`src/rtl/mdrop_rx_pkg.sv`:
```
package mdrop_rx_pkg;

  localparam logic [1:0] REG_DATA    = 2'd0;
  localparam logic [1:0] REG_STATUS  = 2'd1;
  localparam logic [1:0] REG_CONTROL = 2'd2;

  typedef enum logic {HUNT, RECV} rxState_e;

  // strobes from bit-timing control to the byte datapath
  typedef struct packed {
    logic shiftEn;     // a data bit has been voted
    logic bitVal;      // voted value
    logic frameDone;   // stop bit voted, character complete
    logic frameNoisy;  // some sample disagreed within this frame
    logic stopLow;     // stop bit voted low
    logic idleHit;     // idle period reached after a character
  } rxStrobe_t;

endpackage

```
`src/rtl/mdrop_rx_ctrl.sv`:
```
module mdrop_rx_ctrl
  import mdrop_rx_pkg::*;
#(
  parameter int OVERSAMPLE  = 16,
  parameter int DATA_BITS   = 8,
  parameter int IDLE_BITS   = 10,
  parameter int SYNC_STAGES = 2
) (
  input  logic       clk,
  input  logic       rstN,
  input  logic       sampleTick,
  input  logic       rxLine,
  output rxStrobe_t  stb
);

  localparam int CNT_W      = $clog2(OVERSAMPLE);
  localparam int MID        = OVERSAMPLE / 2;
  localparam int S0         = MID - 1;
  localparam int S1         = MID;
  localparam int S2         = MID + 1;
  localparam int LAST       = OVERSAMPLE - 1;
  localparam int STOP_IDX   = DATA_BITS + 1;
  localparam int BIT_W      = $clog2(DATA_BITS + 2);
  localparam int IDLE_TICKS = OVERSAMPLE * IDLE_BITS;
  localparam int IDLE_W     = $clog2(IDLE_TICKS + 1);

  logic [SYNC_STAGES-1:0] syncQ;
  logic                   lineS;
  rxState_e               state;
  logic [CNT_W-1:0]       phase;
  logic [BIT_W-1:0]       bitIdx;
  logic                   smpA, smpB;
  logic                   noiseAcc;
  logic [IDLE_W-1:0]      idleCnt;
  logic                   armed;
  logic                   vote, split, decide;

  always_ff @(posedge clk or negedge rstN) begin
    if (!rstN) syncQ <= '1;
    else       syncQ <= {syncQ[SYNC_STAGES-2:0], rxLine};
  end
  assign lineS = syncQ[SYNC_STAGES-1];

  // third sample is the live line; the first two are held
  assign vote   = (smpA & smpB) | (smpA & lineS) | (smpB & lineS);
  assign split  = !((smpA == smpB) && (smpB == lineS));
  assign decide = sampleTick && (state == RECV) && (phase == CNT_W'(S2));

  always_ff @(posedge clk or negedge rstN) begin
    if (!rstN) begin
      state    <= HUNT;
      phase    <= '0;
      bitIdx   <= '0;
      smpA     <= 1'b1;
      smpB     <= 1'b1;
      noiseAcc <= 1'b0;
    end else if (sampleTick) begin
      case (state)
        HUNT: if (!lineS) begin
          state    <= RECV;
          phase    <= '0;
          bitIdx   <= '0;
          noiseAcc <= 1'b0;
        end
        RECV: begin
          phase <= (phase == CNT_W'(LAST)) ? '0 : phase + 1'b1;
          if (phase == CNT_W'(S0)) smpA <= lineS;
          if (phase == CNT_W'(S1)) smpB <= lineS;
          if (phase == CNT_W'(LAST)) bitIdx <= bitIdx + 1'b1;
          if (decide) begin
            noiseAcc <= noiseAcc | split;
            if ((bitIdx == '0) && vote)       state <= HUNT;
            if (bitIdx == BIT_W'(STOP_IDX))   state <= HUNT;
          end
        end
        default: state <= HUNT;
      endcase
    end
  end

  // idle detection: high ticks while hunting, armed by a completed frame
  always_ff @(posedge clk or negedge rstN) begin
    if (!rstN) begin
      idleCnt <= '0;
      armed   <= 1'b0;
    end else begin
      if ((state != HUNT) || !lineS)                         idleCnt <= '0;
      else if (sampleTick && (idleCnt != IDLE_W'(IDLE_TICKS))) idleCnt <= idleCnt + 1'b1;
      if (stb.frameDone)    armed <= 1'b1;
      else if (stb.idleHit) armed <= 1'b0;
    end
  end

  always_comb begin
    stb            = '0;
    stb.bitVal     = vote;
    stb.shiftEn    = decide && (bitIdx >= BIT_W'(1)) && (bitIdx <= BIT_W'(DATA_BITS));
    stb.frameDone  = decide && (bitIdx == BIT_W'(STOP_IDX));
    stb.frameNoisy = noiseAcc | split;
    stb.stopLow    = !vote;
    stb.idleHit    = sampleTick && (state == HUNT) && lineS && armed &&
                     (idleCnt == IDLE_W'(IDLE_TICKS - 1));
  end

  // a completed character is reported for exactly one cycle
  a_r2_done_single: assert property (@(posedge clk) disable iff (!rstN)
    stb.frameDone |=> !stb.frameDone);

  // a start bit voted high drops back to hunting
  a_r4_false_start: assert property (@(posedge clk) disable iff (!rstN)
    (decide && (bitIdx == '0) && vote) |=> (state == HUNT));

  // idle is reported once per armed period
  a_r8_idle_once: assert property (@(posedge clk) disable iff (!rstN)
    stb.idleHit |=> !stb.idleHit);

endmodule

```
`src/rtl/mdrop_rx_dp.sv`:
```
module mdrop_rx_dp
  import mdrop_rx_pkg::*;
#(
  parameter int DATA_BITS = 8
) (
  input  logic                 clk,
  input  logic                 rstN,
  input  rxStrobe_t            stb,
  input  logic [1:0]           regSel,
  input  logic                 regRd,
  input  logic                 regWr,
  input  logic [DATA_BITS-1:0] regWdata,
  output logic [DATA_BITS-1:0] regRdata,
  output logic [DATA_BITS-1:0] rxByte,
  output logic                 dataFull,
  output logic                 lineIdle,
  output logic                 overrun,
  output logic                 noisy,
  output logic                 framing,
  output logic                 doze
);

  logic [DATA_BITS-1:0] shiftQ;
  logic wakeByMark, statusSeen;
  logic markHit, accept, statusRd, dataRd, ctrlWr, clearSeq;
  logic unusedWdata;

  assign unusedWdata = ^regWdata[DATA_BITS-1:2];

  assign statusRd = regRd && (regSel == REG_STATUS);
  assign dataRd   = regRd && (regSel == REG_DATA);
  assign ctrlWr   = regWr && (regSel == REG_CONTROL);
  assign clearSeq = dataRd && statusSeen;
  assign markHit  = stb.frameDone && wakeByMark && shiftQ[DATA_BITS-1];
  assign accept   = stb.frameDone && (!doze || markHit);

  always_ff @(posedge clk or negedge rstN) begin
    if (!rstN) shiftQ <= '0;
    else if (stb.shiftEn) shiftQ <= {stb.bitVal, shiftQ[DATA_BITS-1:1]};
  end

  always_ff @(posedge clk or negedge rstN) begin
    if (!rstN) begin
      rxByte     <= '0;
      dataFull   <= 1'b0;
      lineIdle   <= 1'b0;
      overrun    <= 1'b0;
      noisy      <= 1'b0;
      framing    <= 1'b0;
      statusSeen <= 1'b0;
      doze       <= 1'b0;
      wakeByMark <= 1'b0;
    end else begin
      if (statusRd)    statusSeen <= 1'b1;
      else if (dataRd) statusSeen <= 1'b0;

      if (clearSeq) begin
        dataFull <= 1'b0;
        lineIdle <= 1'b0;
        overrun  <= 1'b0;
        noisy    <= 1'b0;
        framing  <= 1'b0;
      end

      if (accept) begin
        if (dataFull && !clearSeq) begin
          overrun <= 1'b1;
        end else begin
          rxByte   <= shiftQ;
          dataFull <= 1'b1;
          noisy    <= stb.frameNoisy;
          framing  <= stb.stopLow;
        end
      end

      if (stb.idleHit && !doze) lineIdle <= 1'b1;

      if (ctrlWr) begin
        doze       <= regWdata[0];
        wakeByMark <= regWdata[1];
      end else if (doze && markHit) begin
        doze <= 1'b0;
      end else if (doze && !wakeByMark && stb.idleHit) begin
        doze <= 1'b0;
      end
    end
  end

  always_comb begin
    case (regSel)
      REG_DATA:    regRdata = rxByte;
      REG_STATUS:  regRdata = DATA_BITS'({framing, noisy, overrun, lineIdle, dataFull});
      REG_CONTROL: regRdata = DATA_BITS'({wakeByMark, doze});
      default:     regRdata = '0;
    endcase
  end

  // an overrun leaves the held byte untouched
  a_r6_overrun_keeps_data: assert property (@(posedge clk) disable iff (!rstN)
    (dataFull && stb.frameDone && !clearSeq) |=> $stable(rxByte));

  // the status-then-data read sequence empties the buffer
  a_r7_clear_seq: assert property (@(posedge clk) disable iff (!rstN)
    (clearSeq && !stb.frameDone) |=> (!dataFull && !overrun && !lineIdle));

  // nothing rises while asleep unless a mark character wakes the receiver
  a_r9_asleep_no_flags: assert property (@(posedge clk) disable iff (!rstN)
    (doze && !markHit) |=> !($rose(dataFull) || $rose(lineIdle) || $rose(overrun) ||
                             $rose(noisy) || $rose(framing)));

  // idle-line method wakes on idle detection
  a_r10_idle_wake: assert property (@(posedge clk) disable iff (!rstN)
    (doze && !wakeByMark && stb.idleHit && !ctrlWr) |=> (!doze && !$rose(lineIdle)));

  // address-mark method wakes and delivers the marked character
  a_r11_mark_wake: assert property (@(posedge clk) disable iff (!rstN)
    (doze && markHit && !ctrlWr) |=> (!doze && dataFull));

endmodule

```
`src/rtl/mdrop_rx.sv`:
```
module mdrop_rx
  import mdrop_rx_pkg::*;
#(
  parameter int DATA_BITS  = 8,
  parameter int OVERSAMPLE = 16,
  parameter int IDLE_BITS  = 10
) (
  input  logic                 clk,
  input  logic                 rstN,
  input  logic                 sampleTick,
  input  logic                 rxLine,
  input  logic [1:0]           regSel,
  input  logic                 regRd,
  input  logic                 regWr,
  input  logic [DATA_BITS-1:0] regWdata,
  output logic [DATA_BITS-1:0] regRdata,
  output logic [DATA_BITS-1:0] rxByte,
  output logic                 dataFull,
  output logic                 lineIdle,
  output logic                 overrun,
  output logic                 noisy,
  output logic                 framing,
  output logic                 sleeping
);

  rxStrobe_t stb;

  mdrop_rx_ctrl #(
    .OVERSAMPLE (OVERSAMPLE),
    .DATA_BITS  (DATA_BITS),
    .IDLE_BITS  (IDLE_BITS),
    .SYNC_STAGES(2)
  ) u_ctrl (
    .clk       (clk),
    .rstN      (rstN),
    .sampleTick(sampleTick),
    .rxLine    (rxLine),
    .stb       (stb)
  );

  mdrop_rx_dp #(
    .DATA_BITS(DATA_BITS)
  ) u_dp (
    .clk     (clk),
    .rstN    (rstN),
    .stb     (stb),
    .regSel  (regSel),
    .regRd   (regRd),
    .regWr   (regWr),
    .regWdata(regWdata),
    .regRdata(regRdata),
    .rxByte  (rxByte),
    .dataFull(dataFull),
    .lineIdle(lineIdle),
    .overrun (overrun),
    .noisy   (noisy),
    .framing (framing),
    .doze    (sleeping)
  );

endmodule

```
`config.mk`:
```
export PLATFORM = sky130hd
export DESIGN_NAME = mdrop_rx
export DESIGN_NICKNAME = d
export VERILOG_FILES = /design/src/rtl/mdrop_rx_pkg.sv /design/src/rtl/mdrop_rx_ctrl.sv /design/src/rtl/mdrop_rx_dp.sv /design/src/rtl/mdrop_rx.sv
export SDC_FILE = /design/constraint.sdc
export NUM_CORES = 1
export LEC_CHECK = 0
export ABC_AREA = 1
export BUFFER_PORTS_ARGS = -buffer_cell sky130_fd_sc_hd__buf_2
export CORE_AREA = 2 2 79 81
export CTS_CLUSTER_DIAMETER = 80
export DETAILED_ROUTE_END_ITERATION = 10
export DIE_AREA = 0 0 81 83
export PLACE_DENSITY = 0.65
export SLEW_MARGIN = 10
export SYNTH_ARGS = -nofsm -noshare
export SYNTH_HDL_FRONTEND = slang
export SYNTH_SLANG_ARGS = --single-unit
```
`constraint.sdc`:
```
create_clock -name clk -period 1.8 [get_ports clk]
set_input_delay 0.45 -clock clk [delete_from_list [all_inputs] [get_ports clk]]
set_output_delay 0.45 -clock clk [all_outputs]
set_load 0.05 [all_outputs]
```
==> results.toml, run 1 <==
[run_status]
outcome = "finished, final reports clean"

[logic_synthesis]
ys_seq_elements = 47
async_flop_share_pct = 100
synthDistinctLibCells = 28
ys.flop_type = "dfrtp_1"
yosysTopAreaCell = "dfrtp_1"
ys_seq_area_share_pct = 44.7
synthTopCellsByArea = "dfrtp_1 (41%), nand2_1 (14%), nand3_1 (7.6%)"
avgSynthCellArea_um2 = 7.80
synth_area_um2 = 2640
syn-instance-count = 339
synthesis.nets = 365
yosys.area.top_type_share_pct = 40.7
synthTopCellsByCount = "nand2_1 (101), inv_1 (53), dfrtp_1 (43)"
yosysMostFrequentCell = "nand2_1"
yosys_warnings = 0
synth_edf_count = 0

[sta]
final_hold_viol_count = 0
worst_pin_slew_ps = 467
post-route-min-period_ps = 1730
finalClockSkew_ps = 4.91
final.period_utilization_pct = 96.0
postLayoutSetupSlackWorst_ps = 72.6
rsz0062_at_grt = "no"
slew-limit-headroom_pct = 68.9
finalHoldWorstSlack_ps = 92.5
slew_violations = 0
setup_violations = 0
max_clock_freq_mhz = 579

[power]
vdd_ir_drop_max_uv = 426
swShare_pct = 31.0
internal-power_w = 0.00194
p_clk_share_pct = 32.2
p_leak_nw = 1.61
power_density_nw_per_um2 = 921
pwr-share-seq_pct = 46.7
switching_power_w = 0.000874
pwr-share-comb_pct = 21.1

[floorplan]
core_area_um2 = 5820
die_area_um2 = 6720
row_count = 28
die_x_um = 81
start_util_pct = 45.5
io_pins = 38
dieHeight_um = 83

[worst_setup_path]
critPathSlowestCell = "buf_2"
path_max_fanout = 8
path_class = "in2out"
cpMostUsedCell = "buf_2"
cpPeakStageDelay_ps = 260
worst_ep_required_time_ps = 1350
crit_chain = "buf_2 > nor2_4 > inv_1 > nor2_2 > buf_2"
arrival_ps = 1280
end_kind = "output port"
start_kind = "input pin"
r2r_slack_ps = 240

[route]
first_iter_violations = 94
drtPass1Iterations = 4
antenna_left = 0
viasPerCell = 4.85
vias = 2200
routedWlPerCell_um = 11.2
routed_wl_mm = 5.09
post-route-drc-count = 0

[clocking]
numCtsBuffers = 5
cts.sinks = 47
cts_tree = "done"
h-tree-depth = 2
cts-root-buf = "clkbuf_8"
clock_latency_ps = 300
cts_max_path_buffers = 2
clk_pin_slew_ps = 90

[placed_design]
dp_cells = 446
dp_hpwl_mm = 3.95
io_buffers = 31
post-place-ws_ps = 61.4
place.gp.congestion = 0.872

[global_routing]
grt_max_degree = 23
grtUsageTotal_pct = 16.5
antenna_found_initial = 0
grt_overflow = 0
grt_pass1_vias = 2051
grt_pass1_wl_mm = 8.94

[final_layout]
drive_gt1_share_pct = 19.3
n_antenna_cell = 0
syn2layout_area_growth_pct = 15.6
fin_cells = 454
nets = 404

[job]
max_cap_viol_count = 0

[hold_path]
hold_class = "in2async"
## kinds of logic (layout without fill, tap and decap cells)
logic type | after synthesis | count (layout) | synth area share, %
and+or+nand+nor | 191 | 191 | 33.6
buffers and inverters | 61 | 101 | 9.61
DFF | 47 | 47 | 44.7
AOI/OAI and AO/OA | 28 | 28 | 6.67
adders and majority gates | 10 | 10 | 4.73
xor gates and xnor gates | 2 | 2 | 0.663
## worst max-delay path, delay by kind of cell
family	cells	cell delay, ps
buffers and inverters	3	530
and+or+nand+nor	2	300
## path summary, 6_finish.rpt
path	depth (start not counted)	end	startpoint
max in group asynchronous	2	u_ctrl.noiseAcc	rstN
worst max-delay path	5	regRdata[6]	regSel[1]
min in group clk	1	u_ctrl.syncQ[0]	rxLine
worst max register to register	7	u_dp.shiftQ[2]	u_ctrl.bitIdx[0]
worst min-delay path	1	u_ctrl.bitIdx[1]	rstN
worst min register to register	0	u_ctrl.syncQ[1]	u_ctrl.syncQ[0]
## sequential cells by signal, indices dropped and copies added, names as in the netlist
name	flops
u_ctrl.bitIdx	4
u_dp.statusSeen	1
u_dp.dataFull	1
u_ctrl.noiseAcc	1
u_ctrl.phase	4
u_ctrl.state	1
u_ctrl.armed	1
u_dp.noisy	1
u_dp.wakeByMark	1
u_dp.shiftQ	8
u_ctrl.idleCnt	8
u_dp.doze	1
u_dp.lineIdle	1
u_dp.overrun	1
u_dp.rxByte	8
u_dp.framing	1
u_ctrl.syncQ	2
u_ctrl.smpB	1
u_ctrl.smpA	1
## metrics by stage
step	area, um2	power [W]	util [%]	TNS, ps
after floorplan	2660	0.00176	-	-100
after global placement	2920	0.00191	50.2	0
after detailed placement	2920	0.00194	50.2	0
after CTS	3050	0.00285	52.5	0
after global routing	3060	0.00301	52.6	0
final	3060	0.00282	52.6	0
## layout by cell type, fill, tap and decap left out
cell type and count:
nor2_2 3, nor3_1 7, nor3b_1 1, a21oi_1 4, clkinv_1 1, clkinv_2 1
ha_1 10, o21ai_0 11, nand3_4 2, xor2_1 2, nor2_1 17, nand4_1 11
nand3_1 40, nand2_4 2, nand2_2 2, inv_1 53, dfstp_2 4, clkbuf_8 5
buf_4 5, clkbuf_4 1, o21ai_2 8, nand2_1 101, bufinv_16 2, dfrtp_1 43
inv_2 1, buf_2 30, nor2_4 3, o22ai_1 2, o21ai_1 2, clkbuf_1 1
buf_12 1, o221ai_2 1, nand3_2 2
## per-layer routing
metal / vias to the layer above / global-route usage, % / wire [um]
li1: 1158 / - / -
met5: - / 0 / 0
met3: 5 / 3.59 / 203
met4: 0 / 4.16 / 57
met1: 994 / 22.3 / 2460
met2: 43 / 26.9 / 2360
## power groups by stage
stage | Clock, W | Combinational (W) | Sequential [W]
2_1_floorplan | 0 | 0.000441 | 0.00132
4_1_cts | 0.000929 | 0.000604 | 0.00132
3_3_place_gp | 0 | 0.000579 | 0.00133
6_report | 0.000906 | 0.000594 | 0.00132
3_5_place_dp | 0 | 0.000600 | 0.00134
5_1_grt | 0.000977 | 0.000695 | 0.00134
## repair_timing
item | 4_1_cts | 5_1_grt
hold buffers | 0 | 0
setup buffers | 0 | 0
gates resized for setup | 0 | 1
setup endpoints to repair | 0 | 1
hold endpoints to repair | 0 | 0
## layout make-up
class | instances | area, um2
fill | 574 | 2760
multi-input combinational | 231 | 1220
sequential | 47 | 1180
timing repair buffer | 37 | 215
inverter | 56 | 211
tap | 75 | 93.8
clock buffer | 6 | 72.6
clock inverter | 2 | 60.1
Note: power is estimated with default switching activity, not from simulation.
==> inputs of run 2 (changes only) <==
--- a/config.mk
+++ b/config.mk
@@ -6,7 +6,7 @@
 export NUM_CORES = 1
 export LEC_CHECK = 0
 export ABC_AREA = 1
-export BUFFER_PORTS_ARGS = -buffer_cell sky130_fd_sc_hd__buf_2
+export BUFFER_PORTS_ARGS = -buffer_cell sky130_fd_sc_hd__clkbuf_2
 export CORE_AREA = 2 2 79 81
 export CTS_CLUSTER_DIAMETER = 80
 export DETAILED_ROUTE_END_ITERATION = 10
==> results.toml, run 2 (synthesis results as in run 1) <==
[final_layout]
fill_cells = 584
reg_top3 = "u_ctrl.idleCnt x8, u_dp.rxByte x8, u_dp.shiftQ x8"
n_antenna_cell = 0
nets = 404
syn2layout_area_growth_pct = 14.3
mostFrequentLayoutCells = "nand2_1 (101), inv_1 (53), dfrtp_1 (43)"
drive_gt1_share_pct = 19.5
layout_commonest_cell = "nand2_1"

[clocking]
cts.sinks = 47
clk_pin_slew_ps = 90
cts_max_path_buffers = 2
h-tree-depth = 2
cts_tree = "done"
numCtsBuffers = 5
cts-root-buf = "clkbuf_8"
clock_latency_ps = 310

[route]
routed_wl_mm = 5.08
maxUsedRoutingLayer = "met4"
wl_met1_mm = 2.37
drtPass1Iterations = 4
viasPerCell = 4.83
vias = 2192
post-route-drc-count = 0
routedWlPerCell_um = 11.2
met3_length_um = 184
antenna_left = 0
wl_met2_mm = 2.41
first_iter_violations = 67

[floorplan]
row_count = 28
start_util_pct = 45.5
core_area_um2 = 5820
die_area_um2 = 6720
die_x_um = 81
dieHeight_um = 83
io_pins = 38

[sta]
setup_tns_ps = 0
setup_violations = 0
max_clock_freq_mhz = 579
final_hold_viol_count = 0
worst_pin_slew_ps = 522
final.period_utilization_pct = 96.0
finalClockSkew_ps = 7.16
post-route-min-period_ps = 1730
slew_violations = 0
postLayoutSetupSlackWorst_ps = 72.3
slew-limit-headroom_pct = 65.2
rsz0062_at_grt = "no"

[worst_setup_path]
path_class = "in2out"
crit_start = "regSel[1]"
r2r_slack_ps = 240
cpPeakStageDelay_ps = 260
crit_end = "regRdata[6]"
start_kind = "input pin"
arrival_ps = 1280
reg2reg_from = "u_ctrl.bitIdx[0]"
reg2reg_depth = 7
path_max_fanout = 8
r2r_end = "u_dp.shiftQ[6]"
critPathSlowestCell = "buf_2"
crit_chain = "clkbuf_2 > nor2_4 > inv_1 > nor2_2 > buf_2"
end_kind = "output port"
worst_ep_required_time_ps = 1350

[job]
max_cap_viol_count = 0

[placed_design]
post-place-ws_ps = 42.4
io_buffers = 31
dp_hpwl_mm = 4.02
place.gp.congestion = 0.867

[global_routing]
grt_overflow = 0
grt_pass1_wl_mm = 8.69
antenna_found_initial = 0
grt_max_degree = 23
grtUsageTotal_pct = 16.1
grt_pass1_vias = 2011

[power]
power_density_nw_per_um2 = 856
p_leak_nw = 1.57
vdd_ir_drop_max_uv = 481

[run_status]
outcome = "finished, final reports clean"

[hold_path]
hold_class = "in2async"
==> run 2: changes by cell type in the layout (fill, tap and decap cells not counted), sizes merged <==
cell / before / now
bufinv: 2 / 0
clkinv: 2 / 3
buf: 36 / 9
clkbuf: 7 / 34
clkinvlp: 0 / 1
==> run 2: area by class of cell <==
type | count | area [um2] | share of cell area, %
well taps | 75 | 93.8 | 3.10
flip-flops and latches | 47 | 1180 | 39.1
inverters | 56 | 211 | 7.00
repair buffers | 37 | 215 | 7.12
clock inverters | 2 | 16.3 | 0.538
clock buffers | 6 | 82.6 | 2.73
multi-input cells | 231 | 1220 | 40.4
==> run 2: timing repair <==
action                                 in CTS  in global routing
endpoints found under the hold margin       0                  0
setup endpoints to repair                   0                  4
gates resized for setup                     0                  5
hold buffers                                0                  0
buffers inserted                            0                  0
==> run 2: worst min path at each step <==
stage,depth (start not counted),end
after floorplan,0,u_ctrl.armed
after global placement,0,u_ctrl.syncQ[1]
after detailed placement,0,u_ctrl.syncQ[1]
after CTS,1,u_ctrl.bitIdx[1]
after global routing,1,u_ctrl.phase[3]
final,1,u_ctrl.bitIdx[1]
==> run 2: worst max-delay path: cells and delay by family <==
kind,cells,cell delay [ps]
AND/OR/NAND/NOR,2,300
buffers and inverters,3,530
==> run 2: routing by layer <==
layer	vias to the layer above	GRT usage (%)
li1	1159	-
met1	981	19.9
met2	42	27.3
met3	10	3.26
met4	0	5.86
met5	-	0
==> run 2: power breakdown <==
| group | total (W) | internal, W | switching [W] |
|---|---|---|---|
| registers | 0.00132 | 0.00119 | 0.000126 |
| logic | 0.000588 | 0.000196 | 0.000391 |
| clock network | 0.000683 | 0.000314 | 0.000369 |
| total | 0.00259 | 0.00170 | 0.000887 |
==> run 2: through the flow <==
step           cell area (um2)  std cells  total power, W  hold WS (ps)  util [%]
5_1_grt                   3020        454         0.00277           135      52.0
2_1_floorplan             2660        339         0.00176           154         -
4_1_cts                   3020        454         0.00263           122      51.9
3_5_place_dp              2920        446         0.00193           348      50.2
3_3_place_gp              2920        446         0.00191           346      50.2
6_report                  3020        454         0.00259           106      52.0
